--- config.mk ---
export PLATFORM = sky130hd
export DESIGN_NAME = lru_matrix_tracker
export DESIGN_NICKNAME = d
export VERILOG_FILES = /design/src/rtl/lru_pkg.sv /design/src/rtl/lru_ctrl.sv /design/src/rtl/lru_matrix_dp.sv /design/src/rtl/lru_pick_tree.sv /design/src/rtl/lru_matrix_tracker.sv
export SDC_FILE = /design/constraint.sdc
export NUM_CORES = 1
export LEC_CHECK = 0
export BUFFER_PORTS_ARGS = -buffer_cell sky130_fd_sc_hd__buf_2
export CAP_MARGIN = 20
export CORE_AREA = 2 2 64 66
export CTS_BUF_LIST = sky130_fd_sc_hd__clkbuf_8
export CTS_CLUSTER_DIAMETER = 60
export DETAILED_ROUTE_END_ITERATION = 12
export DIE_AREA = 0 0 66 68
export PLACE_DENSITY = 0.57
export SLEW_MARGIN = 20
export SYNTH_ARGS = -nofsm -noshare
export SYNTH_HDL_FRONTEND = slang
export SYNTH_HIERARCHICAL = 1
export SYNTH_SLANG_ARGS = --single-unit
--- constraint.sdc ---
create_clock -name clk -period 2.4 [get_ports clk]
set_input_delay 0.24 -clock clk [delete_from_list [all_inputs] [get_ports clk]]
set_output_delay 0.24 -clock clk [all_outputs]
set_load 0.02 [all_outputs]
--- src/rtl/lru_pkg.sv ---
package lru_pkg;
  // Strobes from the reference decoder to the matrix datapath
  typedef struct packed {
    logic update;   // write one row and one column this cycle
    logic idle;     // matrix holds its value
  } lruStrobe_t;
endpackage

--- src/rtl/lru_ctrl.sv ---
module lru_ctrl #(
  parameter int N = 4,
  localparam int IW = (N > 1) ? $clog2(N) : 1
) (
  input  logic                  clk,
  input  logic                  rstN,
  input  logic                  refValid,
  input  logic [IW-1:0]         refIdx,
  output lru_pkg::lruStrobe_t   strobe,
  output logic [N-1:0]          refSel
);
  always_comb begin
    strobe.update = refValid;
    strobe.idle   = !refValid;
    refSel        = '0;
    if (refValid) refSel = N'(1) << refIdx;
  end

  // an update selects exactly one row/column
  p_sel_onehot_r2: assert property (@(posedge clk) disable iff (!rstN)
    strobe.update |-> $countones(refSel) == 1);
  // no selection when idle
  p_idle_nosel_r4: assert property (@(posedge clk) disable iff (!rstN)
    strobe.idle |-> refSel == '0);
endmodule

--- src/rtl/lru_matrix_dp.sv ---
module lru_matrix_dp #(
  parameter int N = 4
) (
  input  logic                 clk,
  input  logic                 rstN,
  input  lru_pkg::lruStrobe_t  strobe,
  input  logic [N-1:0]         refSel,
  output logic [N*N-1:0]       rowVals
);
  logic [N-1:0] mat [N];

  always_ff @(posedge clk) begin
    if (!rstN) begin
      for (int r = 0; r < N; r++) mat[r] <= '0;
    end else if (strobe.update) begin
      for (int r = 0; r < N; r++)
        for (int c = 0; c < N; c++)
          if (refSel[c])      mat[r][c] <= 1'b0;   // column clear wins
          else if (refSel[r]) mat[r][c] <= 1'b1;   // row set
    end
  end

  // Column 0 is the most significant bit of each row value
  always_comb begin
    for (int r = 0; r < N; r++)
      for (int c = 0; c < N; c++)
        rowVals[r*N + (N-1-c)] = mat[r][c];
  end

  // diagonal stays clear, so a row never counts itself
  for (genvar d = 0; d < N; d++) begin : g_diag
    p_diag_clear_r6: assert property (@(posedge clk) disable iff (!rstN)
      strobe.update && refSel[d] |=> !mat[d][d]);
  end
endmodule

--- src/rtl/lru_pick_tree.sv ---
module lru_pick_tree #(
  parameter int N = 4,
  parameter bit FIND_MAX = 1'b0,
  localparam int IW = (N > 1) ? $clog2(N) : 1,
  localparam int P = 1 << IW,
  localparam int NODES = 2*P - 1
) (
  input  logic [N*N-1:0] vals,
  output logic [IW-1:0]  pickIdx
);
  logic [N-1:0]  nVal [NODES];
  logic [IW-1:0] nIdx [NODES];
  logic          nVld [NODES];

  for (genvar j = 0; j < P; j++) begin : g_leaf
    if (j < N) begin : g_real
      assign nVal[P-1+j] = vals[j*N +: N];
      assign nIdx[P-1+j] = IW'(j);
      assign nVld[P-1+j] = 1'b1;
    end else begin : g_pad
      assign nVal[P-1+j] = '0;
      assign nIdx[P-1+j] = '0;
      assign nVld[P-1+j] = 1'b0;
    end
  end

  // Left subtree holds lower indices, so ties keep the left child
  for (genvar i = 0; i < P-1; i++) begin : g_node
    logic takeRight;
    if (FIND_MAX) begin : g_max
      assign takeRight = nVld[2*i+2] &&
                         (!nVld[2*i+1] || nVal[2*i+2] > nVal[2*i+1]);
    end else begin : g_min
      assign takeRight = nVld[2*i+2] &&
                         (!nVld[2*i+1] || nVal[2*i+2] < nVal[2*i+1]);
    end
    assign nVal[i] = takeRight ? nVal[2*i+2] : nVal[2*i+1];
    assign nIdx[i] = takeRight ? nIdx[2*i+2] : nIdx[2*i+1];
    assign nVld[i] = nVld[2*i+1] || nVld[2*i+2];
  end

  assign pickIdx = nIdx[0];
endmodule

--- src/rtl/lru_matrix_tracker.sv ---
module lru_matrix_tracker #(
  parameter int N = 4,
  localparam int IW = (N > 1) ? $clog2(N) : 1
) (
  input  logic          clk,
  input  logic          rstN,
  input  logic          refValid,
  input  logic [IW-1:0] refIdx,
  output logic [IW-1:0] lruIdx,
  output logic [IW-1:0] mruIdx
);
  lru_pkg::lruStrobe_t strobe;
  logic [N-1:0]        refSel;
  logic [N*N-1:0]      rowVals;

  lru_ctrl #(.N(N)) uCtrl (
    .clk(clk), .rstN(rstN), .refValid(refValid), .refIdx(refIdx),
    .strobe(strobe), .refSel(refSel)
  );

  lru_matrix_dp #(.N(N)) uDp (
    .clk(clk), .rstN(rstN), .strobe(strobe), .refSel(refSel),
    .rowVals(rowVals)
  );

  lru_pick_tree #(.N(N), .FIND_MAX(1'b0)) uMin (.vals(rowVals), .pickIdx(lruIdx));
  lru_pick_tree #(.N(N), .FIND_MAX(1'b1)) uMax (.vals(rowVals), .pickIdx(mruIdx));

  // the referenced entry becomes the most recent next cycle
  p_mru_follows_r2: assert property (@(posedge clk) disable iff (!rstN)
    refValid |=> mruIdx == $past(refIdx));

  // the referenced entry is not the victim next cycle
  if (N > 1) begin : g_multi
    p_lru_not_ref_r3: assert property (@(posedge clk) disable iff (!rstN)
      refValid |=> lruIdx != $past(refIdx));
  end

  // no reference, no change
  p_hold_idle_r4: assert property (@(posedge clk) disable iff (!rstN)
    !refValid |=> $stable(lruIdx) && $stable(mruIdx));
endmodule

---- After elaboration in Yosys (flattened, before gate mapping) ----
Memory sizes are Yosys's and may differ from the RTL's.
Cells that the tools add are included.
operators by class
  muxes and demuxes ....................... 104
  order comparisons ....................... 6
  bitwise operators ....................... 28
  shift operators ......................... 1
operators by type and width
  cell                                              number
  two-way mux 1 bit                                 97
  OR 1 bit                                          28
  two-way mux 4 bit                                 5
  greater-than comparator 4 bit                     3
  < comparator 4 bit                                3
  two-way mux 2 bit                                 2
  << shifter 1 x 2 -> 4 bit (first input constant)  1
storage, ports and cells
  input bits .............................. 5
  output and inout bits ................... 4
  memories ................................ 1
  RAM bits ................................ 16
  logic and storage cells ................. 140
  register bits after elaboration ......... 0
memory list
  memory   words  bits a word  read ports  clocked after Yosys merged registers in  wr ports  line                 RTL
  uDp.mat  4      4            4           0                                        4         lru_matrix_dp.sv:10  logic [N-1:0] mat [N];

---- Longest topological paths before layout ----
  word-level depth ........................ 8
  gate-level depth with buffers ........... 13
  mapped depth without buffers ............ 12

---- Modules after synthesis ----
Netlist, hierarchy kept.
modules (own cells, without submodules)
  module                 sequential area each (um2)  area each (um2)  cells an instance  times used
  lru_matrix_dp          360.3                       599.3            55                 1
  lru_pick_tree at uMax  0.0                         422.9            47                 1
  lru_pick_tree at uMin  0.0                         416.6            56                 1
  lru_ctrl               0.0                         48.8             6                  1

---- Least setup slack after synthesis ----
Ideal clock, no wire load.
  path type ............................... flip-flop to output port
  from .................................... mem uDp.mat[3][1]
  to ...................................... out mruIdx[0]
  slack ................................... -0.445 ns
  data required time ...................... 2.160 ns
  arrival ................................. 2.605 ns
  path buffers ............................ 0
  cell stages (with the launch flop) ...... 11
  cell sequence ........................... edfxtp_1 -> ha_1 -> nand4_1 -> o21ai_0 -> a21oi_4 -> mux2_2 -> ha_1 -> nand4_1 -> o21ai_0 -> a21oi_2 -> mux2_2
RTL lines
  element          line                      RTL
  start, declared  lru_matrix_dp.sv:10
  end, declared    lru_matrix_tracker.sv:10  output logic [IW-1:0] mruIdx

==> out/results.txt <==
Synthesis-to-layout area growth: 36.1%
Fin crit share: 127%
Worst endpoint required time: 2.16 ns
CTS Hold Buffers Added: 0
Crit-path max FO: 5
Fill count: 372
Critical Path AT: 2.81 ns
CP max stage delay: 0.45 ns
Leading registers by flop count: uDp/mat (12)
Critical-path cell list: ha_1 -> nor2b_4 -> o21ai_2 -> a21oi_4 -> mux2_4 -> ha_4 -> nand4_1 -> o21ai_2 -> a21oi_2 -> mux2_4 -> buf_6
PortBufs: 8
Max_cap viols: 0
Core Area: 0.00386 mm²
Top reg by flops: uDp/mat
CTS tree: yes
Worst vdd ir: 338 µV
Design area: 0.00202 mm²
Placed Area: 0.00179 mm²
Setup TNS: -2.31 ns
Die height: 68 µm
Status: finished, violations left
Power Dens Cells: 558 mW/mm²
Rows: 23
Total number of vias: 1296
CP top delay family: multiplexers
Seq pwr share: 23.4%
Largest net degree at the start of global routing: 18
Synth warnings: 6
GP Congestion: 0.807
Buf/Inv on CP: 1
Worst Path Class, Setup: reg -> out
Worst Slack Setup Final: -0.651 ns
Final hold vios: 0
Psw: 392 µW
Number of H-tree levels: 1
Clock Tree Root: clkbuf_8
Seq. cell area: 360 µm²
Final Util: 52.4%
Min Tclk post-route: 3.05 ns
Combinational share of power: 60.3%
Fmax: 0.328 GHz
DRT Wirelength: 3.27 mm
DRC violations left: 0
Number of global-route vias before repair: 1293
Max Transition Viols Final: 0
RSZ-0062 raised after global routing: true
Ant diodes: 0
Worst Setup Start Kind: flip-flop
Overall global routing resource usage: 15.8%
DR pass1 iterations: 4
Worst slack, placed: -0.449 ns
Die ar.: 0.00449 mm²
Number of flip-flops under the largest register name: 12
HP Start: refIdx[0]
Initial core utilization: 38.5%
Clock buffer depth: 2
Critical Path Start: uDp/mat[3][2]
Fraction of layout cells with a size suffix above 1: 40.0%
Hold Crit Class: in -> reg
CTS sink cnt: 12
Routed length per instance: 12.8 µm
NumNets Final: 234
Synth Instances: 163
DR vias/cell: 5.08
Antenna violations before repair: 0
# IOs: 9
DR iter-0 viols: 36
DIE WIDTH: 66 µm
Hold Slack: 0.401 ns
Post-DRT Antenna Nets: 0
Post-Syn Area per Cell: 9.10 µm²
Final setup vio count: 4
Switching share of power: 34.7%
Grt total ovfl: 0
Crit-path slowest cell: edfxtp_1
Clk pwr share: 16.3%
Detail Placement HPWL: 2.48 mm
Num CTS Buffers: 3
Multi-input logic area: 0.00116 mm²
Leakage: 0.921 nW
Cell-internal power: 736 µW
Failing checks: negative setup slack
Cell Area, Synth: 0.00148 mm²
Worst Setup End Kind: output pin
First-pass GRT wire length: 5.44 mm
Reg clk slew, reported paths: 0.05 ns
timing repair:
action / in CTS / in global routing
resized for setup: 19 / 5
hold endpoints to repair: 0 / 0
pin swaps: 11 / 7
buffers inserted: 8 / 1
setup endpoints to repair: 4 / 4
layer usage:
metal | track usage (%) | share of wire [%] | vias up
met1 | 17.8 | 43 | 607
met3 | 0.493 | 2.1 | 2
met5 | 0 | 0 | -
li1 | - | - | 664
met4 | 5.36 | 0.43 | 0
met2 | 31.9 | 54 | 23
layout by cell type, fill, tap and decap left out, types with 4 or more instances in the layout:
cell type  instances
buf_6              7
mux2_4             5
ha_1              15
a21o_1             5
a21oi_1            4
o21ai_2            6
buf_2              4
nand2_1           14
nand3_1            4
edfxtp_1          12
conb_1             4
nor3b_1            4
o21ai_0            8
buf_4             32
nor2_1            16
inv_1             15
ha_4               8
stage by stage:
stage	power [mW]	std cells
2_1_floorplan	0.645	166
3_3_place_gp	0.779	242
3_5_place_dp	0.799	242
4_1_cts	1.09	254
5_1_grt	1.21	255
6_report	1.13	255
power by group through the flow:
stage          registers (mW)  clock network (mW)  logic, mW
2_1_floorplan           0.266                   0      0.379
3_5_place_dp            0.268                   0      0.531
6_report                0.264               0.184      0.680
3_3_place_gp            0.267                   0      0.512
5_1_grt                 0.266               0.195      0.745
4_1_cts                 0.264               0.188      0.642
area by class of cell:
| cell class | instances | area share, % |
|---|---|---|
| Clock buffer | 3 | 2.04 |
| Clock inverter | 1 | 0.186 |
| Inverter | 15 | 2.79 |
| Multi-Input combinational cell | 131 | 57.2 |
| Sequential cell | 12 | 17.8 |
| Tap cell | 50 | 3.10 |
| Timing Repair Buffer | 43 | 16.8 |
worst paths after layout:
path                   endpoint  slack [ns]  cells after the start
hold / removal    uDp/mat[2][0]        0.40                      3
setup / recovery      mruIdx[0]       -0.65                     11
Power figures use the tool's default switching activity.
